===== src/rtl/cim_pkg.sv =====
`timescale 1ns/1ps
package cim_pkg;

    localparam int FRAME_BYTES   = 12;
    localparam int FRAME_BITS    = FRAME_BYTES * 8;
    localparam int POS_W         = $clog2(FRAME_BITS + 1);
    localparam int NUM_CI        = 2;
    localparam int CI_MAX        = 6;
    localparam int STABLE_FRAMES = 2;
    localparam int REG_W         = 8;
    localparam int TX_REQ_BIT    = 7;
    localparam int GATED_CH      = 0;

    typedef enum logic [1:0] {
        RA_RX0 = 2'd0,
        RA_RX1 = 2'd1,
        RA_TX0 = 2'd2,
        RA_TX1 = 2'd3
    } reg_addr_e;

    // Frame position seen by all slot logic.
    typedef struct packed {
        logic             active;
        logic [POS_W-1:0] pos;
    } slot_pos_t;

    function automatic int ci_width(input int ch);
        return (ch == 0) ? 4 : 6;
    endfunction

    // First frame bit of each C/I slot: byte 3 bit 2, byte 7 bit 0.
    function automatic int ci_first(input int ch);
        return (ch == 0) ? (3 * 8 + 2) : (7 * 8);
    endfunction

    function automatic logic [CI_MAX-1:0] ci_mask(input int ch);
        return CI_MAX'((1 << ci_width(ch)) - 1);
    endfunction

endpackage


===== src/rtl/cim_frame_timer.sv =====
`timescale 1ns/1ps
module cim_frame_timer
    import cim_pkg::*;
#(
    parameter int FBITS = FRAME_BITS
) (
    input  logic      clk,
    input  logic      rst,
    input  logic      fsync,
    output slot_pos_t tpos
);
    localparam int PW = $clog2(FBITS + 1);
    localparam logic [PW-1:0] IDLE = PW'(FBITS);

    logic [PW-1:0] cnt_q;
    logic [PW-1:0] cnt_d;

    always_comb begin
        if (fsync)
            cnt_d = '0;
        else if (cnt_q == IDLE)
            cnt_d = IDLE;
        else
            cnt_d = cnt_q + 1'b1;
    end

    always_ff @(posedge clk) begin
        if (rst)
            cnt_q <= IDLE;
        else
            cnt_q <= cnt_d;
    end

    assign tpos.active = (cnt_d != IDLE);
    assign tpos.pos    = POS_W'(cnt_d);

    AST_POS_STEP: assert property (@(posedge clk) disable iff (rst)
        (!fsync && tpos.active) |-> (tpos.pos == $past(tpos.pos) + 1'b1))
        else $error("frame position did not advance by one");

    AST_SYNC_OPENS: assert property (@(posedge clk) disable iff (rst)
        $past(fsync) |-> (cnt_q == '0))
        else $error("sync did not open a frame");

endmodule


===== src/rtl/cim_rx_filter.sv =====
`timescale 1ns/1ps
module cim_rx_filter
    import cim_pkg::*;
#(
    parameter int W      = 4,
    parameter int FIRST  = 26,
    parameter int STABLE = STABLE_FRAMES
) (
    input  logic         clk,
    input  logic         rst,
    input  slot_pos_t    tpos,
    input  logic         din,
    input  logic         rd_clr,
    output logic [W-1:0] stored,
    output logic         flag
);
    localparam int MW = $clog2(STABLE + 1);
    localparam logic [POS_W-1:0] P_FIRST = POS_W'(FIRST);
    localparam logic [POS_W-1:0] P_LAST  = POS_W'(FIRST + W - 1);

    logic [W-2:0]  sh;
    logic [W-1:0]  code_now;
    logic [W-1:0]  cand;
    logic [MW-1:0] mcnt;
    logic [MW-1:0] nxt_cnt;
    logic          in_slot;
    logic          slot_end;
    logic          hit;
    logic          accept;
    logic          differ;

    assign in_slot  = tpos.active && (tpos.pos >= P_FIRST) && (tpos.pos <= P_LAST);
    assign slot_end = tpos.active && (tpos.pos == P_LAST);
    assign code_now = {sh, din};
    assign differ   = (code_now != stored);
    assign hit      = (mcnt != '0) && (code_now == cand);

    always_comb begin
        accept  = 1'b0;
        nxt_cnt = mcnt;
        if (slot_end) begin
            if (!differ) begin
                nxt_cnt = '0;
            end else begin
                nxt_cnt = hit ? (mcnt + 1'b1) : MW'(1);
                if (nxt_cnt == MW'(STABLE))
                    accept = 1'b1;
            end
        end
    end

    always_ff @(posedge clk) begin
        if (rst) begin
            sh     <= '1;
            cand   <= '1;
            stored <= '1;
            mcnt   <= '0;
            flag   <= 1'b0;
        end else begin
            if (in_slot)
                sh <= code_now[W-2:0];
            mcnt <= accept ? '0 : nxt_cnt;
            if (slot_end && differ && !hit)
                cand <= code_now;
            if (accept)
                stored <= code_now;
            if (accept)
                flag <= 1'b1;
            else if (rd_clr)
                flag <= 1'b0;
        end
    end

    AST_STORED_AT_SLOT_END: assert property (@(posedge clk) disable iff (rst)
        !$stable(stored) |-> $past(slot_end))
        else $error("accepted code changed outside its slot");

    AST_FLAG_NEEDS_CHANGE: assert property (@(posedge clk) disable iff (rst)
        $rose(flag) |-> !$stable(stored))
        else $error("flag rose without a new code");

    AST_ACCEPT_IS_CANDIDATE: assert property (@(posedge clk) disable iff (rst)
        ((STABLE > 1) && !$stable(stored)) |-> (stored == $past(cand)))
        else $error("accepted code was not the pending candidate");

    AST_READ_CLEARS: assert property (@(posedge clk) disable iff (rst)
        ($past(rd_clr) && !$past(slot_end)) |-> !flag)
        else $error("read did not clear the flag");

endmodule


===== src/rtl/cim_tx_slot.sv =====
`timescale 1ns/1ps
module cim_tx_slot
    import cim_pkg::*;
#(
    parameter int W     = 4,
    parameter int FIRST = 26
) (
    input  slot_pos_t    tpos,
    input  logic [W-1:0] code,
    input  logic         enable,
    output logic         drive,
    output logic         bitval
);
    logic in_slot;

    always_comb begin
        in_slot = 1'b0;
        bitval  = 1'b1;
        for (int k = 0; k < W; k++) begin
            if (tpos.active && (tpos.pos == POS_W'(FIRST + k))) begin
                in_slot = 1'b1;
                bitval  = code[W-1-k];
            end
        end
        drive = in_slot && enable;
    end

endmodule


===== src/rtl/cim_ci_monitor.sv =====
`timescale 1ns/1ps
module cim_ci_monitor
    import cim_pkg::*;
(
    input  logic             clk,
    input  logic             rst,
    input  logic             fsync,
    input  logic             din,
    output logic             dout,
    input  logic             tic_en,
    input  logic             reg_wr,
    input  logic             reg_rd,
    input  logic [1:0]       reg_addr,
    input  logic [REG_W-1:0] reg_wdata,
    output logic [REG_W-1:0] reg_rdata,
    output logic             irq
);
    slot_pos_t             tpos;
    logic [REG_W-1:0]      tx_reg  [NUM_CI];
    logic [CI_MAX-1:0]     rx_code [NUM_CI];
    logic [NUM_CI-1:0]     flags;
    logic [NUM_CI-1:0]     rd_clr;
    logic [NUM_CI-1:0]     drive;
    logic [NUM_CI-1:0]     bitval;
    reg_addr_e             addr;

    assign addr = reg_addr_e'(reg_addr);

    cim_frame_timer #(.FBITS(FRAME_BITS)) i_timer (
        .clk   (clk),
        .rst   (rst),
        .fsync (fsync),
        .tpos  (tpos)
    );

    for (genvar ch = 0; ch < NUM_CI; ch++) begin : g_ch
        localparam int W     = ci_width(ch);
        localparam int FIRST = ci_first(ch);
        localparam reg_addr_e RX_A = (ch == 0) ? RA_RX0 : RA_RX1;
        localparam reg_addr_e TX_A = (ch == 0) ? RA_TX0 : RA_TX1;

        logic [W-1:0] stored_w;
        logic         en_w;

        assign rd_clr[ch] = reg_rd && (addr == RX_A);

        cim_rx_filter #(.W(W), .FIRST(FIRST), .STABLE(STABLE_FRAMES)) i_rx (
            .clk    (clk),
            .rst    (rst),
            .tpos   (tpos),
            .din    (din),
            .rd_clr (rd_clr[ch]),
            .stored (stored_w),
            .flag   (flags[ch])
        );
        assign rx_code[ch] = CI_MAX'(stored_w);

        if (ch == GATED_CH) begin : g_gate
            assign en_w = !tic_en || tx_reg[ch][TX_REQ_BIT];
        end else begin : g_free
            assign en_w = 1'b1;
        end

        cim_tx_slot #(.W(W), .FIRST(FIRST)) i_tx (
            .tpos   (tpos),
            .code   (tx_reg[ch][W-1:0]),
            .enable (en_w),
            .drive  (drive[ch]),
            .bitval (bitval[ch])
        );

        always_ff @(posedge clk) begin
            if (rst)
                tx_reg[ch] <= REG_W'(ci_mask(ch));
            else if (reg_wr && (addr == TX_A))
                tx_reg[ch] <= reg_wdata;
        end
    end

    always_comb begin
        dout = 1'b1;
        for (int c = 0; c < NUM_CI; c++)
            if (drive[c])
                dout = dout & bitval[c];
    end

    always_comb begin
        unique case (addr)
            RA_RX0:  reg_rdata = REG_W'(rx_code[0]);
            RA_RX1:  reg_rdata = REG_W'(rx_code[1]);
            RA_TX0:  reg_rdata = tx_reg[0];
            default: reg_rdata = tx_reg[1];
        endcase
    end

    assign irq = |flags;

    AST_IDLE_HIGH: assert property (@(posedge clk) disable iff (rst)
        !tpos.active |-> dout)
        else $error("upstream driven outside a frame");

    AST_TIC_HOLD: assert property (@(posedge clk) disable iff (rst)
        (tic_en && !tx_reg[GATED_CH][TX_REQ_BIT] && !drive[1]) |-> dout)
        else $error("gated slot driven without request");

    AST_IRQ_STICKY: assert property (@(posedge clk) disable iff (rst)
        ($past(irq) && !$past(reg_rd)) |-> irq)
        else $error("interrupt dropped without a read");

    AST_DRIVE_ONEHOT: assert property (@(posedge clk) disable iff (rst)
        $onehot0(drive))
        else $error("two slots driven at once");

endmodule


===== config.mk =====
export PLATFORM = sky130hd
export DESIGN_NAME = cim_ci_monitor
export DESIGN_NICKNAME = d
export VERILOG_FILES = /design/src/rtl/cim_pkg.sv /design/src/rtl/cim_frame_timer.sv /design/src/rtl/cim_rx_filter.sv /design/src/rtl/cim_tx_slot.sv /design/src/rtl/cim_ci_monitor.sv
export SDC_FILE = /design/constraint.sdc
export NUM_CORES = 1
export LEC_CHECK = 0
export BUFFER_PORTS_ARGS = -buffer_cell sky130_fd_sc_hd__buf_2
export CAP_MARGIN = 20
export CORE_AREA = 8 8 83 85
export CTS_CLUSTER_DIAMETER = 100
export CTS_CLUSTER_SIZE = 12
export DETAILED_ROUTE_END_ITERATION = 12
export DIE_AREA = 0 0 91 93
export PLACE_DENSITY = 0.82
export SLEW_MARGIN = 10
export SYNTH_ARGS = -nofsm -noshare
export SYNTH_HDL_FRONTEND = slang
export SYNTH_HIERARCHICAL = 1
export SYNTH_SLANG_ARGS = --single-unit

===== constraint.sdc =====
create_clock -name clk -period 2.8 [get_ports clk]
set_input_delay 0 -clock clk [delete_from_list [all_inputs] [get_ports clk]]
set_output_delay 0 -clock clk [all_outputs]
set_load 0.005 [all_outputs]

==> PnR_summary.wiki, run 1 <==
{| class="wikitable"
! Metric !! Value
|-
| Util after Layout || 0.642
|-
| DR WL/cell || between 15 and 20 um
|-
| Drt initial violations || around 150
|-
| Half-perimeter wire length after detailed placement || slightly below 5000 um
|-
| Post-route fraction of the period consumed by the critical path || 0.928
|-
| Multi-input gate area in the final layout || about 0.0017 sq mm
|-
| Num Clock Sinks || between 50 and 60
|-
| Die Y-Extent || about 93 um
|-
| Power Density || 488 mW/mm^2
|-
| Filler Cell Count || roughly 460
|-
| Post-synthesis cell area || 0.00316 sq mm
|-
| I/O Buffers || 26
|-
| Share of synthesized registers carrying an async set or reset || 0
|-
| CTS tree || yes
|-
| Sequential cell area fraction in the yosys report || 0.412
|-
| Number of violations of the max-capacitance limit || 0
|-
| Global-route wire length before repair || between 10000 and 15000 um
|-
| Floorplan row count || 28
|-
| Leak pwr || roughly 1.5 nW
|-
| Destination of the critical timing path || g_ch[1].i_rx/cand[3]
|-
| Area added between synthesis and finish || 15.5%
|-
| Setup slack, reg-to-reg || 0.20 ns
|-
| Commonest register cell after synthesis || sky130_fd_sc_hd__dfxtp_1
|-
| Skew-Pair Late Insertion Delay || around 0.33 ns
|-
| Most common cell after layout, fill and taps aside || sky130_fd_sc_hd__nor2_1
|-
| Reg-to-reg startpoint || i_timer/cnt_q[1]
|-
| Buffers inserted during post-CTS setup optimization || 0
|-
| Num ports || 27
|-
| Critical path capture point type || flop
|-
| FF+latch count, synth || between 50 and 60
|-
| Post-synth EDFFs || 16
|-
| Via count of the first global-routing pass || approximately 2400
|-
| Worst-case clock buffer depth || 2
|-
| Sequential Area || 0.00130 sq mm
|-
| Critical path type || flop to flop
|-
| Area of the core || between 0.005 and 0.006 sq mm
|-
| Antenna-violating nets left || 0
|-
| Total global routing track utilization || 0.162
|-
| Syn Inst Count || 316
|-
| Horizontal die dimension || a little over 90 um
|-
| Vias after detailed routing || 2384
|-
| Pin count of the biggest net entering global routing || 32
|-
| Proportion of layout cells with a drive suffix above 1 || 0.212
|-
| Worst r2r path cells || 10
|-
| Pre-Repair DR Iteration Count || 4
|-
| Max reg flops || 16
|-
| Clock edge transition at the registers on the reported setup and hold paths || 0.07 ns
|-
| Net count of the finished layout || approximately 370
|-
| Total Wirelength || approximately 6500 um
|-
| Final total negative setup slack || 0 ns
|-
| DIE AREA || 0.00846 sq mm
|-
| Arrival time worst endpoint || 2.81 ns
|-
| Setup slack at placement || between 0.1 and 0.15 ns
|-
| Drt drc || 0
|-
| Worst Hold Class || input pin to flop
|-
| Worst Path Required || roughly 3.0 ns
|-
| Fmax || about 380 MHz
|-
| Diode insertion count for antenna repair || 0
|-
| Synthesized area per cell || about 10 sq um
|-
| Max VDD drop || just under 0.0005 V
|-
| Origin of the worst setup path || i_timer/cnt_q[1]
|-
| Leading cell types in the layout, fill and taps excluded || sky130_fd_sc_hd__nor2_1, sky130_fd_sc_hd__dfxtp_1, sky130_fd_sc_hd__buf_2, sky130_fd_sc_hd__inv_1, sky130_fd_sc_hd__mux2i_1
|-
| TritonCTS Buffers || 9
|-
| Clock skew after layout || around 0.0049 ns
|-
| Result of the run || finished, final reports clean
|-
| Antenna violations before repair || 0
|-
| Sort of element at the start of the critical path || flop
|-
| Clk Tree Root Cell || sky130_fd_sc_hd__clkbuf_8
|-
| H-tree levels || 3
|-
| Yosys warns || 6
|-
| Starting density of the core || 0.556
|-
| Mapped Nets || between 300 and 400
|-
| Yosys cell types || 62
|-
| Final weighted congestion in routability-driven placement || roughly 0.84
|-
| Crit-path max FO || 11
|-
| Global route overflow || 0
|-
| Final Worst Setup Slack || just over 0.2 ns
|-
| Final setup violating endpoints || 0
|-
| Endpoint of the worst-slack reg-to-reg timing path || g_ch[1].i_rx/cand[3]
|-
| Via density per instance || 5.51
|-
| Post-layout minimum cycle time || roughly 2.6 ns
|-
| Number of pins with negative max-slew slack in the final report || 0
|-
| Final Hold Fails || 0
|}
[cells in the mapped netlist (all sizes together) (2+ instances only)]
master	count	area share
nor2	46	0.055
or4	2	0.0059
mux2	5	0.020
nand4b	2	0.0055
nand3	8	0.013
nand4	6	0.021
xor2	15	0.042
nor4bb	2	0.0063
or2b	2	0.0048
and3	4	0.0079
o21bai	2	0.0048
a21oi	5	0.0079
nor2b	17	0.036
xnor2	11	0.031
nor4	2	0.0087
edfxtp	16	0.15
mux4	5	0.038
o21ai	2	0.0032
or3	12	0.024
clkbuf	9	0.012
nor3b	4	0.0095
ha	4	0.016
inv	19	0.023
nor3	6	0.015
buf	6	0.017
a211o	15	0.042
or2	2	0.0040
nand2	8	0.010
mux2i	17	0.054
a22o	2	0.0055
dfxtp	41	0.26
nand2b	6	0.012
[routing by layer]
metal	GRT usage	vias up	wire, um
met5	0	-	0
met4	0.0655	0	62
met3	0.0401	4	214
met2	0.282	41	3380
met1	0.187	1156	2860
li1	-	1183	-
[worst min-delay path by stage]
stage	endpoint	slack [ns]	startpoint	cells after the start
floorplan	i_timer/cnt_q[1]	0.07	rst	1
global placement	tx_reg[1][5]	0.27	reg_wdata[5]	2
detailed placement	tx_reg[0][2]	0.28	reg_wdata[2]	2
CTS	tx_reg[1][6]	0.02	reg_wdata[6]	3
global route	tx_reg[1][6]	0.04	reg_wdata[6]	3
finish	tx_reg[1][7]	0.05	reg_wdata[7]	3
[kinds of logic (layout without fill, tap and decap cells)]
logic type,count (synthesis),after routing,share of synthesized area
flip-flops,57,57,0.412
other,1,1,0.00119
XOR/XNOR,26,26,0.0721
multiplexers,27,27,0.112
buffers and inverters,34,76,0.0519
AND/OR/NAND/NOR,133,133,0.251
adder cells (fa/ha/maj),4,4,0.0159
AO/OA/AOI/OAI,34,34,0.0840
[timing repair]
item                                   CTS  global route
endpoints found under the hold margin   13             0
setup endpoints to repair                0            22
resized for setup                        0             6
hold buffers                             7             0
[metrics by stage]
stage | cells | hold slack [ns] | cell area, sq um | power (mW)
2_1_floorplan | 316 | 0.0716 | 3160 | 0.990
6_report | 433 | 0.0480 | 3640 | 1.78
3_5_place_dp | 410 | 0.280 | 3350 | 1.04
5_1_grt | 433 | 0.0383 | 3640 | 1.85
4_1_cts | 433 | 0.0222 | 3620 | 1.79
3_3_place_gp | 410 | 0.275 | 3350 | 1.04
[area by class of cell]
type | instances | share of cell area
Clock buffer | 13 | 0.0494
Clock inverter | 3 | 0.00584
Multi-Input combinational cell | 225 | 0.471
Tap cell | 75 | 0.0257
Timing Repair Buffer | 41 | 0.0714
Inverter | 19 | 0.0196
Sequential cell | 57 | 0.357
[critical path, cell delays in order (launching register included)]
cell,delay [ns]
sky130_fd_sc_hd__dfxtp_1,0.39
sky130_fd_sc_hd__ha_2,0.24
sky130_fd_sc_hd__nand3_1,0.12
sky130_fd_sc_hd__nor2_1,0.15
sky130_fd_sc_hd__xnor2_1,0.11
sky130_fd_sc_hd__or4_4,0.53
sky130_fd_sc_hd__and4b_1,0.21
sky130_fd_sc_hd__nand4_1,0.19
sky130_fd_sc_hd__a31oi_4,0.06
sky130_fd_sc_hd__buf_4,0.20
sky130_fd_sc_hd__a211o_1,0.29
[where the power goes]
part           switching (mW)  total (mW)  leakage, nW  internal [mW]
Combinational          0.0822       0.156        0.923         0.0740
Clock                   0.319       0.743        0.101          0.424
Sequential             0.0109       0.880        0.490          0.869
Total                   0.412        1.78         1.51           1.37
Power figures use the tool's default switching activity.
==> run 2: changes to the inputs <==
Settings changed: HOLD_SLACK_MARGIN set to 0.1, MAX_ROUTING_LAYER set to met4.
==> PnR_summary.wiki, run 2 (synthesized netlist as in run 1, its figures left out) <==
{| class="wikitable"
! Metric !! Value
|-
| Result of the run || finished, final reports clean
|-
| Final setup violating endpoints || 0 (unchanged)
|-
| Max VDD drop || 0.000486 V (+0.11%)
|-
| Antenna-violating nets left || 0 (unchanged)
|-
| Clock skew after layout || 0.00614 ns (+0.00121 ns)
|-
| TritonCTS Buffers || 9 (unchanged)
|-
| Arrival time worst endpoint || 2.82 ns (about the same)
|-
| Num Clock Sinks || 57 (unchanged)
|-
| Leading cell types in the layout, fill and taps excluded || sky130_fd_sc_hd__nor2_1, sky130_fd_sc_hd__dfxtp_1, sky130_fd_sc_hd__buf_2, sky130_fd_sc_hd__inv_1, sky130_fd_sc_hd__mux2i_1
|-
| Number of violations of the max-capacitance limit || 0 (unchanged)
|-
| Leak pwr || 1.53 nW (+0.83%)
|-
| Sort of element at the start of the critical path || flop
|-
| Power Density || 487 mW/mm^2 (-0.27%)
|-
| CP max stage cell || sky130_fd_sc_hd__or4_4
|-
| Worst Path Required || 3.02 ns (about the same)
|-
| Half-perimeter wire length after detailed placement || 4810 um (unchanged)
|-
| I/O Buffers || 26 (unchanged)
|-
| Worst Hold Class || input pin to flop
|-
| Max reg flops || 16 (unchanged)
|-
| DIE AREA || 0.00846 sq mm (unchanged)
|-
| Worst-case clock buffer depth || 2 (unchanged)
|-
| Drt initial violations || 180 (+22%)
|-
| Antenna violations before repair || 0 (unchanged)
|-
| Sequential Area || 0.00130 sq mm (unchanged)
|-
| Floorplan row count || 28 (unchanged)
|-
| Via density per instance || 5.57 (+1.2%)
|-
| Skew-Pair Late Insertion Delay || 0.33 ns (about the same)
|-
| Global-route wire length before repair || 11200 um (+1.2%)
|-
| Filler Cell Count || 452 (-2.4%)
|-
| Placed Instances || 410 (unchanged)
|-
| Crit-path max FO || 11 (unchanged)
|-
| Pre-Repair DR Iteration Count || 5 (+1)
|-
| DR WL/cell || 15.2 um (+1.1%)
|-
| Total global routing track utilization || 0.168 (+0.00673)
|-
| Met3 layer usage reported by global route || 0.0393 (-0.000801)
|-
| Die Y-Extent || 93 um (unchanged)
|-
| Net count of the finished layout || 377 (+0.80%)
|-
| Global route overflow || 0 (unchanged)
|-
| Final weighted congestion in routability-driven placement || 0.855 (+1.5%)
|-
| Pin count of the biggest net entering global routing || 32 (unchanged)
|-
| Via count of the first global-routing pass || 2426 (+1.3%)
|-
| Most used routing layer in global routing || met2
|-
| GR Util met2 || 0.282 (unchanged)
|-
| Final Hold Fails || 0 (unchanged)
|-
| Final Worst Setup Slack || 0.199 ns (-0.00319 ns)
|-
| Final total negative setup slack || 0 ns (unchanged)
|-
| Number of pins with negative max-slew slack in the final report || 0 (unchanged)
|-
| Critical path capture point type || flop
|-
| Count of non-filler cells in the finished layout || 436 (+0.69%)
|-
| Sequence of cells on the critical path || ha_2 > nand3_1 > nor2_1 > xnor2_1 > or4_4 > and4b_1 > nand4_1 > a31oi_4 > buf_4 > a211o_1
|-
| Most common cell after layout, fill and taps aside || sky130_fd_sc_hd__nor2_1
|-
| Area of the core || 0.00568 sq mm (unchanged)
|-
| Clk Tree Root Cell || sky130_fd_sc_hd__clkbuf_8
|-
| Post-route fraction of the period consumed by the critical path || 0.929 (+0.00114)
|-
| Starting density of the core || 0.556 (unchanged)
|-
| Multi-input gate area in the final layout || 0.00172 sq mm (unchanged)
|-
| Routing usage on met1 || 0.191 (+0.00392)
|-
| Setup slack at placement || 0.134 ns (unchanged)
|-
| Area added between synthesis and finish || 16.4%
|-
| Horizontal die dimension || 91 um (unchanged)
|-
| Post-layout minimum cycle time || 2.60 ns (+0.00319 ns)
|-
| Critical path type || flop to flop
|-
| Vias after detailed routing || 2429 (+1.9%)
|-
| Diode insertion count for antenna repair || 0 (unchanged)
|-
| Total Wirelength || 6630 um (+1.8%)
|-
| Fmax || 384 MHz (-0.12%)
|-
| Proportion of layout cells with a drive suffix above 1 || 0.211 (-0.00176)
|-
| Num ports || 27 (unchanged)
|-
| H-tree levels || 3 (unchanged)
|-
| CTS tree || yes
|-
| Drt drc || 0 (unchanged)
|-
| Slowest Stage Delay on Critical Path || 0.53 ns (about the same)
|-
| Clock edge transition at the registers on the reported setup and hold paths || 0.07 ns (about the same)
|}
[run 2: routing by layer]
layer / wire [um] / up-vias / part of all wire
met4: 114 / 0 / 0.017
met2: 3340 / 56 / 0.50
met3: 275 / 10 / 0.041
li1: - / 1188 / -
met5: 0 / - / 0
met1: 2900 / 1175 / 0.44
[run 2: area by class of cell]
type | instances | area share
multi-input cells | 225 | 0.467
flip-flops and latches | 57 | 0.354
repair buffers | 44 | 0.0790
clock buffers | 13 | 0.0490
well taps | 75 | 0.0255
inverters | 19 | 0.0194
clock inverters | 3 | 0.00579
[run 2: timing repair]
item / 4_1_cts / 5_1_grt
setup endpoints to repair: 0 / 22
buffers inserted: 0 / 0
hold buffers: 10 / 0
hold endpoints to repair: 18 / 0
gates resized for setup: 0 / 6
[run 2: worst max-delay path: cells and delay by family (launching register included)]
| kind | cells | cell delay (ns) |
|---|---|---|
| simple gates | 5 | 1.20 |
| compound gates | 2 | 0.35 |
| flops | 1 | 0.39 |
| xor+xnor | 1 | 0.11 |
| fa+ha+maj | 1 | 0.24 |
| buf+inv | 1 | 0.20 |
[run 2: report_power, final]
group	total [mW]	switching, mW	internal [mW]
Clock	0.749	0.325	0.424
Sequential	0.880	0.0108	0.869
Combinational	0.160	0.0833	0.0767
[run 2: path summary, 6_finish.rpt]
| path | startpoint | endpoint | slack (ns) | depth (start not counted) |
|---|---|---|---|---|
| min reg2reg | g_ch[0].i_rx/flag | g_ch[0].i_rx/flag | 0.47 | 2 |
| max reg2reg | i_timer/cnt_q[1] | g_ch[1].i_rx/cand[3] | 0.20 | 10 |
| max | i_timer/cnt_q[1] | g_ch[1].i_rx/cand[3] | 0.20 | 10 |
| min | reg_rd | g_ch[1].i_rx/flag | 0.13 | 4 |
[run 2: stage by stage]
stage               utilization  hold slack [ns]  total power [mW]  instance area (sq um)
floorplan                     -           0.0716             0.990                   3160
global placement          0.590            0.275              1.04                   3350
detailed placement        0.590            0.280              1.04                   3350
CTS                       0.643            0.104              1.80                   3650
global route              0.647            0.137              1.85                   3670
finish                    0.647            0.129              1.79                   3670
==> run 3: changes to the inputs <==
Settings changed: RECOVER_POWER set to 50.
==> PnR_summary.wiki, run 3 (synthesized netlist as in run 1, its figures left out) <==
{| class="wikitable"
! Metric !! Value
|-
| Leak pwr || 1.50 nW (-1.5%)
|-
| Global-route wire length before repair || 11200 um (unchanged)
|-
| Critical path type || flop to flop
|-
| Drt drc || 0 (unchanged)
|-
| Arrival time worst endpoint || 2.82 ns (about the same)
|-
| Total Wirelength || 6630 um (about the same)
|-
| Util after Layout || 0.646 (-0.00198)
|-
| Antenna-violating nets left || 0 (unchanged)
|-
| Setup slack, reg-to-reg || 0.20 ns (about the same)
|-
| Num Clock Sinks || 57 (unchanged)
|-
| Slew @ Worst Pin || 1.00 ns
|-
| Critical path capture point type || flop
|-
| Final weighted congestion in routability-driven placement || 0.855 (unchanged)
|-
| Part of the total power dissipated in combinational logic || 0.088 (about the same)
|-
| Portion of total power attributed to sequential cells || 0.493 (about the same)
|-
| Skew-Pair Late Insertion Delay || 0.33 ns (about the same)
|-
| Filler Cell Count || 457 (+1.1%)
|-
| Worst r2r path cells || 10 (unchanged)
|-
| DR WL/cell || 15.2 um (about the same)
|-
| DIE AREA || 0.00846 sq mm (unchanged)
|-
| Worst Hold Endpoint || g_ch[1].i_rx/flag
|-
| Origin of the worst setup path || i_timer/cnt_q[1]
|-
| Via count of the first global-routing pass || 2426 (unchanged)
|-
| Max VDD drop || 0.000485 V (-0.13%)
|-
| Fmax || 384 MHz (about the same)
|-
| Pre-Repair DR Iteration Count || 5 (unchanged)
|-
| Clk Tree Root Cell || sky130_fd_sc_hd__clkbuf_8
|-
| Die Y-Extent || 93 um (unchanged)
|-
| Proportion of layout cells with a drive suffix above 1 || 0.188 (-0.0222)
|-
| Sort of element at the start of the critical path || flop
|-
| Worst Path Required || 3.02 ns (about the same)
|-
| Half-perimeter wire length after detailed placement || 4810 um (unchanged)
|-
| Diode insertion count for antenna repair || 0 (unchanged)
|-
| Floorplan row count || 28 (unchanged)
|-
| Clock skew after layout || 0.00647 ns (+0.000331 ns)
|-
| Number of violations of the max-capacitance limit || 0 (unchanged)
|-
| Drt initial violations || 184 (+2.2%)
|-
| Horizontal die dimension || 91 um (unchanged)
|-
| H-tree levels || 3 (unchanged)
|-
| Leading cell types in the layout, fill and taps excluded || sky130_fd_sc_hd__nor2_1, sky130_fd_sc_hd__dfxtp_1, sky130_fd_sc_hd__buf_2, sky130_fd_sc_hd__inv_1, sky130_fd_sc_hd__mux2i_1
|-
| Power Density || 487 mW/mm^2 (about the same)
|-
| Placed Instances || 410 (unchanged)
|-
| Int Pwr || 1.37 mW (-0.18%)
|-
| CTS tree || yes
|-
| Global route overflow || 0 (unchanged)
|-
| Count of non-filler cells in the finished layout || 436 (unchanged)
|-
| Endpoint of the worst-slack reg-to-reg timing path || g_ch[1].i_rx/cand[3]
|-
| Max reg flops || 16 (unchanged)
|-
| Net switching share of the total power || 0.233 (-0.00116)
|-
| Cell Area, Placed || 0.00335 sq mm (unchanged)
|-
| Via density per instance || 5.52 (-0.99%)
|-
| Reg-to-reg startpoint || i_timer/cnt_q[1]
|-
| Pin count of the biggest net entering global routing || 32 (unchanged)
|-
| Final setup violating endpoints || 0 (unchanged)
|-
| Net count of the finished layout || 377 (unchanged)
|-
| I/O Buffers || 26 (unchanged)
|-
| Hold slack || 0.133 ns (+0.00384 ns)
|-
| Origin of the worst min-delay path || reg_rd
|-
| Switching component of the power || 0.416 mW (-0.83%)
|-
| Area added between synthesis and finish || 16.1%
|-
| Worst Hold Class || input pin to flop
|-
| Final Hold Fails || 0 (unchanged)
|-
| Fin area || 0.00366 sq mm (-0.31%)
|-
| Antenna violations before repair || 0 (unchanged)
|-
| Vias after detailed routing || 2405 (-0.99%)
|-
| Post-route fraction of the period consumed by the critical path || 0.929 (about the same)
|-
| TritonCTS Buffers || 9 (unchanged)
|-
| Clk pwr share || 0.418 (about the same)
|-
| Total global routing track utilization || 0.168 (unchanged)
|-
| Number of pins with negative max-slew slack in the final report || 0 (unchanged)
|-
| Result of the run || finished, final reports clean
|-
| Num ports || 27 (unchanged)
|-
| Post-layout minimum cycle time || 2.60 ns (+0.00100 ns)
|-
| Clock edge transition at the registers on the reported setup and hold paths || 0.07 ns (about the same)
|-
| Worst-case clock buffer depth || 2 (unchanged)
|-
| Rel. slew slack || 0.332
|-
| Most common cell after layout, fill and taps aside || sky130_fd_sc_hd__nor2_1
|-
| Crit-path max FO || 11 (unchanged)
|-
| Starting density of the core || 0.556 (unchanged)
|-
| Area of the core || 0.00568 sq mm (unchanged)
|-
| Number of cells on the worst hold path || 4 (unchanged)
|}
-- run 3: through the flow --
step | setup TNS (ns) | power [mW] | worst slack [ns]
after floorplan | 0 | 0.990 | 0.225
after global placement | 0 | 1.04 | 0.240
after detailed placement | 0 | 1.04 | 0.134
after CTS | 0 | 1.80 | 0.113
after global routing | -0.0370 | 1.85 | -0.0173
final | 0 | 1.78 | 0.198
-- run 3: cell type report --
cell class                      count  area, sq um  share of cell area
Clock buffer                       13          180              0.0492
Clock inverter                      3         21.3             0.00581
Inverter                           19         71.3              0.0195
Multi-Input combinational cell    225         1710               0.468
Sequential cell                    57         1300               0.355
Tap cell                           75         93.8              0.0256
Timing Repair Buffer               44          283              0.0772
-- run 3: routing by layer --
metal	share of wire	global-route usage	vias up
met4	0.013	0.0709	0
met2	0.51	0.282	53
met5	0	-	-
met1	0.43	0.191	1157
met3	0.043	0.0393	6
li1	-	-	1189
-- run 3: critical path: stages (launching register included) --
cell and delay, ns:
sky130_fd_sc_hd__dfxtp_1 0.39, sky130_fd_sc_hd__ha_2 0.24, sky130_fd_sc_hd__nand3_1 0.12, sky130_fd_sc_hd__nor2_1 0.15, sky130_fd_sc_hd__xnor2_1 0.11, sky130_fd_sc_hd__or4_4 0.53
sky130_fd_sc_hd__and4b_1 0.21, sky130_fd_sc_hd__nand4_1 0.19, sky130_fd_sc_hd__a31oi_4 0.06, sky130_fd_sc_hd__buf_4 0.20, sky130_fd_sc_hd__a211o_1 0.29
-- run 3: worst max-delay path by stage --
stage / depth (start not counted) / slack (ns) / endpoint
3_5_place_dp: 11 / 0.13 / g_ch[1].i_rx/cand[3]
5_1_grt: 11 / -0.02 / g_ch[1].i_rx/stored[4]
6_report: 10 / 0.20 / g_ch[1].i_rx/cand[3]
4_1_cts: 11 / 0.11 / g_ch[1].i_rx/cand[3]
3_3_place_gp: 10 / 0.24 / g_ch[1].i_rx/cand[4]
2_1_floorplan: 11 / 0.23 / g_ch[1].i_rx/stored[0]
-- run 3: repair_timing --
action | CTS | global route
hold buffers | 10 | 0
resized for setup | 0 | 6
setup buffers | 0 | 0
endpoints found under the hold margin | 18 | 0
setup endpoints to repair | 0 | 22
-- run 3: power groups by stage --
stage	clock network [mW]	registers (mW)	logic, mW
final	0.746	0.880	0.157
after CTS	0.758	0.880	0.157
after global placement	0	0.896	0.143
after detailed placement	0	0.898	0.146
after floorplan	0	0.894	0.0960
after global routing	0.794	0.881	0.171
